==> config.mk <==
export PLATFORM = sky130hd
export DESIGN_NAME = snoop_agent
export DESIGN_NICKNAME = d
export VERILOG_FILES = /design/src/rtl/snoop_pkg.sv /design/src/rtl/snp_tag_array.sv /design/src/rtl/snp_ctrl.sv /design/src/rtl/snoop_agent.sv
export SDC_FILE = /design/constraint.sdc
export NUM_CORES = 1
export LEC_CHECK = 0
export ABC_AREA = 1
export BUFFER_PORTS_ARGS = -buffer_cell sky130_fd_sc_hd__buf_2
export CORE_AREA = 2 2 233 235
export DETAILED_ROUTE_END_ITERATION = 8
export DIE_AREA = 0 0 235 237
export MAX_ROUTING_LAYER = met4
export PLACE_DENSITY = 0.67
export SLEW_MARGIN = 0
export SYNTH_ARGS = -nofsm -noshare
export SYNTH_HDL_FRONTEND = slang
export SYNTH_SLANG_ARGS = --single-unit
==> constraint.sdc <==
create_clock -name clk -period 14.7 [get_ports clk]
set_clock_uncertainty 0.1 [all_clocks]
set_input_delay 2.94 -clock clk [delete_from_list [all_inputs] [get_ports clk]]
set_output_delay 2.94 -clock clk [all_outputs]
set_load 0.02 [all_outputs]
==> src/rtl/snoop_pkg.sv <==
package snoop_pkg;

  typedef enum logic [1:0] {
    ST_I = 2'b00,
    ST_S = 2'b01,
    ST_E = 2'b10,
    ST_M = 2'b11
  } line_st_e;

  typedef enum logic [1:0] {
    BK_READ  = 2'b00,
    BK_WRITE = 2'b01,
    BK_RDINV = 2'b10,
    BK_RSVD  = 2'b11
  } bus_kind_e;

  typedef struct packed {
    logic     hit_n;
    logic     hitm_n;
    logic     supply;
    logic     upd;
    line_st_e nxt;
  } snp_rsp_t;

  // Response and next state from transaction kind, tag match and line state.
  function automatic snp_rsp_t snoop_decide(bus_kind_e kind, logic tag_eq, line_st_e st);
    snp_rsp_t r;
    r.hit_n  = 1'b1;
    r.hitm_n = 1'b1;
    r.supply = 1'b0;
    r.upd    = 1'b0;
    r.nxt    = st;
    if (tag_eq && st != ST_I) begin
      r.upd = 1'b1;
      if (kind == BK_RDINV || kind == BK_WRITE) begin
        r.nxt = ST_I;
        if (st == ST_M) begin
          r.hitm_n = 1'b0;
          r.supply = 1'b1;
        end
      end else begin
        r.nxt = ST_S;
        if (st == ST_M) begin
          r.hitm_n = 1'b0;
          r.supply = 1'b1;
        end else begin
          r.hit_n = 1'b0;
        end
      end
    end
    return r;
  endfunction

endpackage

==> src/rtl/snp_tag_array.sv <==
module snp_tag_array import snoop_pkg::*; #(
  parameter int SETS   = 8,
  parameter int TAG_W  = 9,
  parameter int LINE_W = 64,
  localparam int IDX_W = $clog2(SETS)
) (
  input  logic              clk,
  input  logic              rst_n,
  input  logic [IDX_W-1:0]  rd_idx,
  output logic [TAG_W-1:0]  rd_tag,
  output line_st_e          rd_st,
  output logic [LINE_W-1:0] rd_line,
  input  logic              cw_en,
  input  logic [IDX_W-1:0]  cw_idx,
  input  logic [TAG_W-1:0]  cw_tag,
  input  line_st_e          cw_st,
  input  logic [LINE_W-1:0] cw_line,
  input  logic              sw_en,
  input  logic [IDX_W-1:0]  sw_idx,
  input  line_st_e          sw_st
);

  logic [TAG_W-1:0]  tag_mem  [SETS];
  line_st_e          st_mem   [SETS];
  logic [LINE_W-1:0] line_mem [SETS];

  for (genvar s = 0; s < SETS; s++) begin : g_set
    wire snp_sel  = sw_en && (sw_idx == IDX_W'(s));
    wire core_sel = cw_en && (cw_idx == IDX_W'(s)) && !snp_sel;

    always_ff @(posedge clk) begin
      if (!rst_n) begin
        st_mem[s] <= ST_I;
      end else if (snp_sel) begin
        st_mem[s] <= sw_st;
      end else if (core_sel) begin
        st_mem[s] <= cw_st;
      end
    end

    always_ff @(posedge clk) begin
      if (core_sel) begin
        tag_mem[s]  <= cw_tag;
        line_mem[s] <= cw_line;
      end
    end
  end

  assign rd_tag  = tag_mem[rd_idx];
  assign rd_st   = st_mem[rd_idx];
  assign rd_line = line_mem[rd_idx];

endmodule

==> src/rtl/snp_ctrl.sv <==
module snp_ctrl #(
  parameter int LAT = 3,
  localparam int CNT_W = (LAT < 2) ? 1 : $clog2(LAT)
) (
  input  logic clk,
  input  logic rst_n,
  input  logic start,
  input  logic supply,
  output logic idle,
  output logic busy,
  output logic last,
  output logic res,
  output logic dat
);

  typedef enum logic [1:0] {C_IDLE, C_LOOK, C_RES, C_DATA} ctl_e;

  ctl_e             st;
  logic [CNT_W-1:0] cnt;

  always_ff @(posedge clk) begin
    if (!rst_n) begin
      st  <= C_IDLE;
      cnt <= '0;
    end else begin
      unique case (st)
        C_IDLE: if (start) begin
          st  <= C_LOOK;
          cnt <= CNT_W'(LAT - 1);
        end
        C_LOOK: if (cnt == '0) st <= C_RES;
                else           cnt <= cnt - 1'b1;
        C_RES:  st <= supply ? C_DATA : C_IDLE;
        C_DATA: st <= C_IDLE;
        default: st <= C_IDLE;
      endcase
    end
  end

  assign idle = (st == C_IDLE);
  assign busy = (st == C_LOOK);
  assign last = busy && (cnt == '0);
  assign res  = (st == C_RES);
  assign dat  = (st == C_DATA);

endmodule

==> src/rtl/snoop_agent.sv <==
module snoop_agent import snoop_pkg::*; #(
  parameter int ADDR_W = 16,
  parameter int OFFS_W = 4,
  parameter int SETS   = 8,
  parameter int LINE_W = 64,
  parameter int LAT    = 3,
  localparam int IDX_W = $clog2(SETS),
  localparam int TAG_W = ADDR_W - IDX_W - OFFS_W
) (
  input  logic              clk,
  input  logic              rst_n,
  input  logic              bus_valid,
  input  logic [ADDR_W-1:0] bus_addr,
  input  logic [1:0]        bus_kind,
  input  logic              core_we,
  input  logic [IDX_W-1:0]  core_idx,
  input  logic [TAG_W-1:0]  core_tag,
  input  logic [1:0]        core_state,
  input  logic [LINE_W-1:0] core_line,
  output logic              snp_hit_n,
  output logic              snp_hitm_n,
  output logic              line_valid,
  output logic [LINE_W-1:0] line_data
);

  localparam int LA_W = ADDR_W - OFFS_W;

  logic [LA_W-1:0]   la_q;
  bus_kind_e         kind_q;
  snp_rsp_t          rsp_q;
  logic [LINE_W-1:0] line_q;

  wire ctl_idle, lkp_busy, lkp_last, rsp_fire, dat_cyc;

  wire [IDX_W-1:0] look_idx = la_q[IDX_W-1:0];
  wire [TAG_W-1:0] look_tag = la_q[LA_W-1:IDX_W];

  logic [TAG_W-1:0]  rd_tag;
  line_st_e          rd_st;
  logic [LINE_W-1:0] rd_line;

  wire tag_eq = (rd_tag == look_tag);
  wire upd_en = rsp_fire && rsp_q.upd;

  always_ff @(posedge clk) begin
    if (!rst_n) begin
      la_q   <= '0;
      kind_q <= BK_READ;
    end else if (ctl_idle && bus_valid) begin
      la_q   <= bus_addr[ADDR_W-1:OFFS_W];
      kind_q <= bus_kind_e'(bus_kind);
    end
  end

  always_ff @(posedge clk) begin
    if (!rst_n) begin
      rsp_q  <= '{hit_n: 1'b1, hitm_n: 1'b1, supply: 1'b0, upd: 1'b0, nxt: ST_I};
      line_q <= '0;
    end else if (lkp_last) begin
      rsp_q  <= snoop_decide(kind_q, tag_eq, rd_st);
      line_q <= rd_line;
    end
  end

  snp_ctrl #(.LAT(LAT)) u_ctrl (
    .clk    (clk),
    .rst_n  (rst_n),
    .start  (bus_valid),
    .supply (rsp_q.supply),
    .idle   (ctl_idle),
    .busy   (lkp_busy),
    .last   (lkp_last),
    .res    (rsp_fire),
    .dat    (dat_cyc)
  );

  snp_tag_array #(.SETS(SETS), .TAG_W(TAG_W), .LINE_W(LINE_W)) u_arr (
    .clk     (clk),
    .rst_n   (rst_n),
    .rd_idx  (look_idx),
    .rd_tag  (rd_tag),
    .rd_st   (rd_st),
    .rd_line (rd_line),
    .cw_en   (core_we),
    .cw_idx  (core_idx),
    .cw_tag  (core_tag),
    .cw_st   (line_st_e'(core_state)),
    .cw_line (core_line),
    .sw_en   (upd_en),
    .sw_idx  (look_idx),
    .sw_st   (rsp_q.nxt)
  );

  assign snp_hit_n  = lkp_busy ? 1'b0 : (rsp_fire ? rsp_q.hit_n  : 1'b1);
  assign snp_hitm_n = lkp_busy ? 1'b0 : (rsp_fire ? rsp_q.hitm_n : 1'b1);
  assign line_valid = dat_cyc;
  assign line_data  = dat_cyc ? line_q : '0;

endmodule

==> metrics.txt <==
status=complete, no violations; Syn. warnings=0; mux contribution to synthesized area=0; post-synthesis sequential area ratio=0.756; Die Y=between 200 and 250 um; post-synthesis simple-gate area fraction=0.0808; Routed WL per cell=about 22 um; worst slack at placement=just over 9 ns; Max-Cap Viols=0; FMAX=186 MHz; drt drc=0; Setup crit start kind=register; cell internal pwr=3360 uW; Post-layout nets=approximately 2200; largest net degree at the start of global routing=around 70; Switching Fraction=0.222; fin util=0.563; core area=between 50000 and 60000 um2; DR iter-0 viols=1569; input/output buffers=162; Post-CTS Setup Bufs=0; root buf cell=clkbuf_16; leakage=between 0.01 and 0.015 uW; critical path's slowest cell=buf_4; Hold Path Stages=2; global-route wire length before repair=~93000 um; Clock Latency Late Sink=around 0.60 ns; TritonCTS Buffers=71; deepest clock path buffer count=3; Clk pwr share=0.405; Synth cell types=30; Final Critical Period=5.37 ns; ratio of cells with drive above 1 in the final layout=0.149; Final ANT Viol Nets=0; TritonRoute pass-1 iters=5; maximum vdd drop=0.0787 mV; worst slew pin tran=approximately 1.1 ns; post-synth net total=2018; setup slack after layout=9.33 ns; async set-reset flop share out of synthesis=0; CTS tree=yes; Compound-Gate Fraction of Synth Area=0.118; combinational share of power=0.076; critical setup path kind=register to output port; cell count after synthesis=1917; Synth Area in Adders=0.000477; Post-Syn Area=approximately 26000 um2; CTS Sinks=roughly 690; crit path max fanout=50; Synth Area in XOR/XNOR=0; routed wire length=between 60000 and 70000 um; CP arrival=between 2 and 2.5 ns; number of gates resized after CTS=0; routability cong.=0.769; final hold violations=0; H-tree levels=3; Final Power=4310 uW; Vias/cell=5.70; Yosys reg bits=roughly 690; share of the clock period used by the worst path=0.365; antenna violations before repair=14; num rows=85; Setup TNS Final=0 ns; Tot GR Track Use=0.226; area grow syn2layout=14.2%; Cell Pwr Density=~140 nW/um2; worst-path cell chain=nand2_2, buf_4, nor2_1, buf_2; Post-DP HPWL=about 31000 um; Worst-path clk slew=0.06 ns; Post-synth EDFFs=600; dominant synthesized flop cell=edfxtp_1; die width=235 um; Net Switching=around 960 uW; Avg Cell Area, Syn=about 14 um2; Initial Utilization=0.493; GR Overflow Total=0; Vias=16100; slew margin rel.=0.274; Top Ports=about 170; RSZ-0062 raised after global routing=no; vias in the first global route=16000; CP max stage delay=just over 0.6 ns; Worst Path Required=approximately 12 ns; Hold-fix buffers, CTS=0; Reg2Reg Depth=5; die area=about 56000 um2; Reg power frac=0.519; crit path capture type=output port; Hold Path Class=register to register; Final setup viols=0; Max Slew Vio Count=0; largest family of logic cells by synthesized area=compound AO/OA/AOI/OAI gates
==> power groups by stage <==
stage	logic [uW]	registers (uW)	clock network [uW]
after floorplan	221	2280	0
after global placement	320	2280	0
after detailed placement	327	2280	0
after CTS	329	2240	1770
after global routing	365	2250	1860
final	327	2240	1750
==> worst paths after layout <==
| path | slack, ns | startpoint | to |
|---|---|---|---|
| hold reg to reg | 0.36 | rsp_q[3]$_SDFFE_PN0P_ | rsp_q[3]$_SDFFE_PN0P_ |
| setup / recovery | 9.33 | u_ctrl.st[1]$_SDFFE_PN0P_ | line_data[29] |
| hold / removal | 0.36 | rsp_q[3]$_SDFFE_PN0P_ | rsp_q[3]$_SDFFE_PN0P_ |
| setup reg to reg | 11.55 | la_q[2]$_SDFFE_PN0P_ | u_arr.line_mem[1][15]$_DFFE_PP_ |
==> final cells by class <==
type / instances / area, um2
Fill cell: 4229 / 23300
Sequential cell: 691 / 19800
Multi-Input combinational cell: 943 / 5300
Clock buffer: 112 / 2130
Timing Repair Buffer: 189 / 1010
Tap cell: 696 / 871
Inverter: 163 / 629
Clock inverter: 18 / 168
Antenna cell: 14 / 35.0
==> critical path: cells and delay by family, from the launching register on <==
kind / cells / cell delay [ns]
AND/OR/NAND/NOR: 2 / 0.53
buffers and inverters: 2 / 0.84
flip-flops: 1 / 0.35
==> cell families after synthesis <==
group / Yosys count
AOI/OAI and AO/OA: 453
adders and majority gates: 1
DFF: 691
and+or+nand+nor: 489
buffers and inverters: 283
==> synth_stat cells (7+ instances only) <==
library cell	number	share of area
nand2_1	161	0.023
o21ai_0	26	0.0050
inv_1	160	0.023
nor2_1	122	0.017
a22oi_1	256	0.073
a21oi_1	83	0.016
dfxtp_1	91	0.069
edfxtp_1	600	0.69
buf_1	16	0.0023
a211oi_1	66	0.019
nand3_1	188	0.036
o22ai_1	14	0.0033
buf_2	40	0.0076
buf_6	7	0.0030
clkbuf_1	55	0.0079
==> metrics by stage <==
step	cell area [um2]	cells	hold slack, ns
6_report	30000	2826	0.359
5_1_grt	30000	2826	0.382
4_1_cts	30000	2812	0.363
3_5_place_dp	27700	2682	0.353
3_3_place_gp	27700	2682	0.345
2_1_floorplan	26200	1917	0.326
==> state kept, by name, indices dropped and copies added, names as in the netlist, named ones only <==
name,cells
u_ctrl.st,2
rsp_q,6
u_arr.tag_mem,72
la_q,12
u_ctrl.cnt,2
kind_q,2
u_arr.st_mem,16
u_arr.line_mem,512
line_q,64
==> cell usage in the layout, fill, tap and decap left out, types with 75 or more instances in the layout <==
cell type | Yosys | routed
clkbuf_16 | 0 | 75
nand3_1 | 188 | 188
buf_2 | 40 | 162
inv_1 | 160 | 156
a21oi_1 | 83 | 83
nor2_1 | 122 | 118
dfxtp_1 | 91 | 90
edfxtp_1 | 600 | 600
nand2_1 | 161 | 160
a22oi_1 | 256 | 256
==> layer usage <==
| metal | up-vias | GRT usage | routed length (um) |
|---|---|---|---|
| li1 | 7479 | - | - |
| met1 | 7966 | 0.293 | 26200 |
| met2 | 561 | 0.360 | 30000 |
| met3 | 91 | 0.0433 | 4330 |
| met4 | 0 | 0.0784 | 1190 |
| met5 | - | - | 0 |
No activity file was read; power rests on OpenSTA's default activity.
